File: config.mk
export PLATFORM = sky130hd
export DESIGN_NAME = por_seq
export DESIGN_NICKNAME = d
export VERILOG_FILES = /design/src/rtl/por_seq.sv
export SDC_FILE = /design/constraint.sdc
export NUM_CORES = 1
export LEC_CHECK = 0
export BUFFER_PORTS_ARGS = -buffer_cell sky130_fd_sc_hd__clkbuf_2
export CAP_MARGIN = 10
export CORE_ASPECT_RATIO = 1.4
export CORE_MARGIN = 10
export CORE_UTILIZATION = 55
export DETAILED_ROUTE_END_ITERATION = 16
export PLACE_DENSITY = 0.72
export SLEW_MARGIN = 10
export SYNTH_ARGS = -nofsm -noshare
export SYNTH_HDL_FRONTEND = slang
export SYNTH_SLANG_ARGS = --single-unit
File: constraint.sdc
create_clock -name clk -period 2.6 [get_ports clk]
set_input_delay 0 -clock clk [delete_from_list [all_inputs] [get_ports clk]]
set_output_delay 0 -clock clk [all_outputs]
set_load 0.02 [all_outputs]
File: src/rtl/por_seq.sv
`timescale 1ns/1ps
module por_seq #(
  parameter int HOLD_CYCLES   = 50_000_000,
  parameter int MR_MIN_CYCLES = 38
) (
  input  logic clk,
  input  logic por_n,
  input  logic supply_ok,
  input  logic mr_n,
  output logic rst_n_o,
  output logic rst_o
);
  localparam int HW = $clog2(HOLD_CYCLES + 1);
  localparam int MW = $clog2(MR_MIN_CYCLES + 1);
  localparam logic [HW-1:0] HOLD_LAST = HW'(HOLD_CYCLES - 1);
  localparam logic [MW-1:0] MR_LIMIT  = MW'(MR_MIN_CYCLES);

  logic [1:0]    sup_sy, mr_sy;
  logic [MW-1:0] mr_cnt;
  logic [HW-1:0] hold_cnt;
  logic          rst_q;

  wire sup_s  = sup_sy[1];
  wire mr_s   = mr_sy[1];
  wire mr_req = (mr_cnt == MR_LIMIT);

  always_ff @(posedge clk or negedge por_n)
    if (!por_n) begin
      sup_sy <= 2'b00;
      mr_sy  <= 2'b11;
    end else begin
      sup_sy <= {sup_sy[0], supply_ok};
      mr_sy  <= {mr_sy[0], mr_n};
    end

  always_ff @(posedge clk or negedge por_n)
    if (!por_n)                mr_cnt <= '0;
    else if (mr_s)             mr_cnt <= '0;
    else if (mr_cnt != MR_LIMIT) mr_cnt <= mr_cnt + 1'b1;

  always_ff @(posedge clk or negedge por_n)
    if (!por_n) begin
      rst_q    <= 1'b0;
      hold_cnt <= '0;
    end else if (!sup_s || mr_req) begin
      rst_q    <= 1'b0;
      hold_cnt <= '0;
    end else if (!rst_q) begin
      if (!mr_s)                      hold_cnt <= '0;
      else if (hold_cnt == HOLD_LAST) begin
        rst_q    <= 1'b1;
        hold_cnt <= '0;
      end else                        hold_cnt <= hold_cnt + 1'b1;
    end

  assign rst_n_o = rst_q & sup_s & ~mr_req;
  assign rst_o   = ~rst_n_o;

  a_r1_por_forces_reset: assert property (@(posedge clk) !por_n |-> !rst_n_o);

  a_r2_supply_low_resets: assert property (@(posedge clk) disable iff (!por_n)
    !$past(supply_ok, 2) |-> !rst_n_o);

  a_r3_release_needs_good: assert property (@(posedge clk) disable iff (!por_n)
    $rose(rst_n_o) |-> ($past(sup_s) && $past(mr_s)));

  a_r4_brownout_restarts: assert property (@(posedge clk) disable iff (!por_n)
    $fell(sup_s) |=> (hold_cnt == '0 && !rst_n_o));

  a_r5_qualify_needs_low: assert property (@(posedge clk) disable iff (!por_n)
    $rose(mr_req) |-> $past(!mr_s));

  a_r7_manual_low_clears: assert property (@(posedge clk) disable iff (!por_n)
    (!mr_s && !rst_q) |=> (hold_cnt == '0));

  a_r3_hold_bound: assert property (@(posedge clk) disable iff (!por_n)
    hold_cnt < HW'(HOLD_CYCLES));
endmodule

==> Flow_metrics.wiki <==
{| class="wikitable"
! Metric !! Value
|-
| Final critical delay including setup and external delays || 2100 ps
|-
| Syn_nets || ~240
|-
| Clock root buffer master || sky130_fd_sc_hd__clkbuf_8
|-
| Switching share of total power || 21.4%
|-
| Startpoint types || flop
|-
| Number of warnings printed during yosys synthesis || 0
|-
| Mean area per synthesized cell || 8.93 sq um
|-
| Final setup violating endpoints || 0
|-
| Sum Neg Setup Slack || 0 ps
|-
| Total grt overflow || 0
|-
| Number of levels the H-tree was split into || 2
|-
| Initial DRC count || roughly 140
|-
| Slew at the pin with the worst max-slew slack || 895 ps
|-
| Placeable core region || 3680 sq um
|-
| Clock tree from TritonCTS || done
|-
| Initial standard-cell utilization of the core || 57.4%
|-
| Total global-route track usage || 14.2%
|-
| Main flop type after synthesis || sky130_fd_sc_hd__dfrtp_1
|-
| Area added between synthesis and finish || 11.6%
|-
| Die footprint || 6740 sq um
|-
| Post-layout instance count excluding filler cells || approximately 290
|-
| Remaining antenna violation count after routing || 0
|-
| Average vias per placed instance || 6.33
|-
| Peak fanout along the critical path || 6
|-
| CTS Buf Count || 5
|-
| Async set or reset register ratio after synthesis || 100%
|-
| Power Dens Cells || approximately 530 nW/um^2
|-
| Unrepaired setup endpoints after global routing || no
|-
| Synthesized cell area || 2110 sq um
|-
| Hold path depth || 2
|-
| Placer's final routability congestion estimate || about 0.85
|-
| Share of the yosys chip area belonging to registers || roughly 44%
|-
| Y dimension of the die || between 90 and 100 um
|-
| Hold Fails Final Rpt || 0
|-
| Cell Int Power || 988 uW
|-
| Post-placement setup slack || 531 ps
|-
| Maximum number of pins on one net before global-route repair || 38
|-
| Smallest setup slack after layout || between 500 and 600 ps
|-
| Total wire length || 4.70 mm
|-
| Global-route wire length before repair || 7.87 mm
|-
| Post-DP HPWL || 3.26 mm
|-
| Sequential group share of total power || 47.1%
|-
| Sum of internal, switching and leakage power || 1.26 mW
|-
| Data arrival time of the worst path || 2320 ps
|-
| Required time at the worst-slack endpoint || between 2000 and 3000 ps
|-
| CTS clk-pin slew, worst paths || 80 ps
|-
| VDD IR-drop max || around 0.00048 V
|-
| F_max || ~0.48 GHz
|-
| Share of total power in combinational logic || 5.2%
|-
| CTS Buffer Depth || 2
|-
| Placed insts || 278
|-
| Final worst path period share || 80.7%
|-
| Fill cell count || 332
|-
| Number of flops mapped to enable cells by yosys || 0
|-
| Drt first pass iters || 4
|-
| Clock group share of total power || 47.7%
|-
| Share of post-route cells with drive strength above 1 || 14.2%
|-
| ANT cells || 0
|-
| Path type of the worst min-delay path || in -> reg
|-
| Overall via count from detail_route || around 1,800
|-
| Number of antenna violations at the first check in global routing || 0
|-
| Worst Skew || 4.49 ps
|-
| Count of unresolved DRC violations after routing || 0
|-
| Max Cap Violations || 0
|-
| Switching power || 269 uW
|-
| Type of element capturing the critical path || flop
|-
| Startpoint-to-endpoint class of the critical path || reg -> reg
|-
| Number of standard cells after synthesis || 236
|-
| Total count of max-transition violations in the final report || 0
|-
| Outcome || completed
|-
| Via count of the first global-routing pass || between 1,500 and 2,000
|-
| Pleak || 0.895 nW
|-
| CTS sink cnt || 37
|-
| Die Wd || 72.3 um
|-
| Number of distinct library cell variants in the gate-level netlist after synthesis || 50
|-
| Port-buffer cells || 5
|-
| Post-DR wirelength/cell || 16.3 um
|-
| Number of synthesized register bits || 37
|-
| Worst rel slew slack || 40.3%
|-
| Clock latency on the worst-skew pair || 300 ps
|-
| Core Rows || 26
|-
| Number of top-level pins || 6
|-
| R2R cell count || 7
|-
| Final #Nets || 253
|}
[cells in the final DEF, fill, tap and decap left out, types with 3 or more instances in the layout]
cell	Yosys	routed
sky130_fd_sc_hd__nor2_1	18	18
sky130_fd_sc_hd__nand4_1	12	12
sky130_fd_sc_hd__clkbuf_2	0	5
sky130_fd_sc_hd__a21oi_1	8	8
sky130_fd_sc_hd__nand3_1	18	18
sky130_fd_sc_hd__ha_1	3	3
sky130_fd_sc_hd__nand3b_1	4	4
sky130_fd_sc_hd__or4_1	9	9
sky130_fd_sc_hd__dfrtp_1	35	35
sky130_fd_sc_hd__and4_1	3	3
sky130_fd_sc_hd__a31oi_1	21	21
sky130_fd_sc_hd__nand2_1	28	28
sky130_fd_sc_hd__nor3_1	11	11
sky130_fd_sc_hd__buf_4	0	7
sky130_fd_sc_hd__dlygate4sd3_1	0	3
sky130_fd_sc_hd__clkbuf_8	0	5
sky130_fd_sc_hd__and3_1	3	3
sky130_fd_sc_hd__o21ai_0	5	5
sky130_fd_sc_hd__inv_1	5	5
[power by group through the flow]
stage | logic (mW) | registers [mW] | clock network [mW]
after floorplan | 0.0360 | 0.601 | 0
after global placement | 0.0611 | 0.603 | 0
after detailed placement | 0.0618 | 0.603 | 0
after CTS | 0.0656 | 0.592 | 0.604
after global routing | 0.0734 | 0.593 | 0.634
final | 0.0650 | 0.592 | 0.600
[critical path, stage by stage (launching register included)]
cell and delay, ps:
sky130_fd_sc_hd__dfrtp_1 420, sky130_fd_sc_hd__ha_1 230, sky130_fd_sc_hd__and3_1 240, sky130_fd_sc_hd__nand4_1 170, sky130_fd_sc_hd__o31ai_2 130, sky130_fd_sc_hd__buf_4 180, sky130_fd_sc_hd__or4_1 470, sky130_fd_sc_hd__a31oi_1 180
[cell families (layout without fill, tap and decap cells)]
group,count (synthesis),in the layout,synth area share [%]
AOI/OAI and AO/OA,49,49,16.1
xor gates and xnor gates,2,2,0.831
adders and majority gates,3,3,1.78
buffers and inverters,18,29,3.44
DFF,37,37,44.0
muxes,2,2,1.07
and+or+nand+nor,125,125,32.7
[sequential cells by signal, indices dropped and copies added, names as in the netlist]
signal and cells:
sup_sy 2, rst_q 1, mr_sy 2, hold_cnt 26, mr_cnt 6
[synth_stat cells, types with 2 or more instances]
library cell                n  area [sq um]
sky130_fd_sc_hd__nor2_1    18          67.6
sky130_fd_sc_hd__nand4_1   12          75.1
sky130_fd_sc_hd__and3_1     3          18.8
sky130_fd_sc_hd__and4_1     3          26.3
sky130_fd_sc_hd__dfstp_2    2          52.6
sky130_fd_sc_hd__mux2_2     2          22.5
sky130_fd_sc_hd__or4_1      9          67.6
sky130_fd_sc_hd__a31oi_1   21           131
sky130_fd_sc_hd__o31a_1     2          17.5
sky130_fd_sc_hd__clkbuf_1   8          30.0
sky130_fd_sc_hd__buf_2      4          20.0
sky130_fd_sc_hd__a21oi_1    8          40.0
sky130_fd_sc_hd__nand3b_1   4          30.0
sky130_fd_sc_hd__inv_1      5          18.8
sky130_fd_sc_hd__o21ai_0    5          25.0
sky130_fd_sc_hd__dfrtp_1   35           876
sky130_fd_sc_hd__nor4_1     2          12.5
sky130_fd_sc_hd__nand2b_1   2          12.5
sky130_fd_sc_hd__nor3_1    11          55.1
sky130_fd_sc_hd__a22o_1     2          17.5
sky130_fd_sc_hd__and2_1     2          12.5
sky130_fd_sc_hd__nand3_1   18          90.1
sky130_fd_sc_hd__ha_1       3          37.5
sky130_fd_sc_hd__a22oi_1    2          15.0
sky130_fd_sc_hd__nand2_1   28           105
[timing repair]
| item | CTS | global route |
|---|---|---|
| buffers inserted | 0 | 0 |
| hold buffers | 3 | 0 |
| resized for setup | 0 | 0 |
| hold endpoints to repair | 37 | 0 |
[through the flow]
| step | hold WS [ps] | util [%] | area (sq um) |
|---|---|---|---|
| global route | 338 | 64.0 | 2350 |
| CTS | 328 | 64.0 | 2350 |
| finish | 336 | 64.0 | 2350 |
| floorplan | -296 | - | 2110 |
| global placement | 87.4 | 59.5 | 2190 |
| detailed placement | 89.1 | 59.5 | 2190 |
[layout make-up]
cell class / count / area, sq um / share of cell area [%]
clock buffer: 5 / 68.8 / 2.93
clock inverter: 3 / 65.1 / 2.77
inverter: 6 / 22.5 / 0.957
multi-input combinational: 181 / 1110 / 47.1
sequential: 37 / 928 / 39.5
tap: 42 / 52.6 / 2.23
timing repair buffer: 15 / 108 / 4.57
[metal layers]
metal	GRT usage, %	share of wire (%)	vias up
li1	-	-	914
met1	16.4	45	873
met2	24.5	50	33
met3	3.07	3.2	9
met4	5.99	1.7	0
met5	0	0	-
[final timing paths]
kind                        startpoint      endpoint  slack, ps
max                        hold_cnt[0]   hold_cnt[9]        500
min                               mr_n      mr_sy[0]        340
max reg2reg                hold_cnt[0]   hold_cnt[9]        500
min reg2reg                  sup_sy[0]     sup_sy[1]        350
max in group asynchronous        por_n  hold_cnt[24]       1690
min in group asynchronous        por_n   hold_cnt[6]        350
Note: power is estimated with default switching activity, not from simulation.
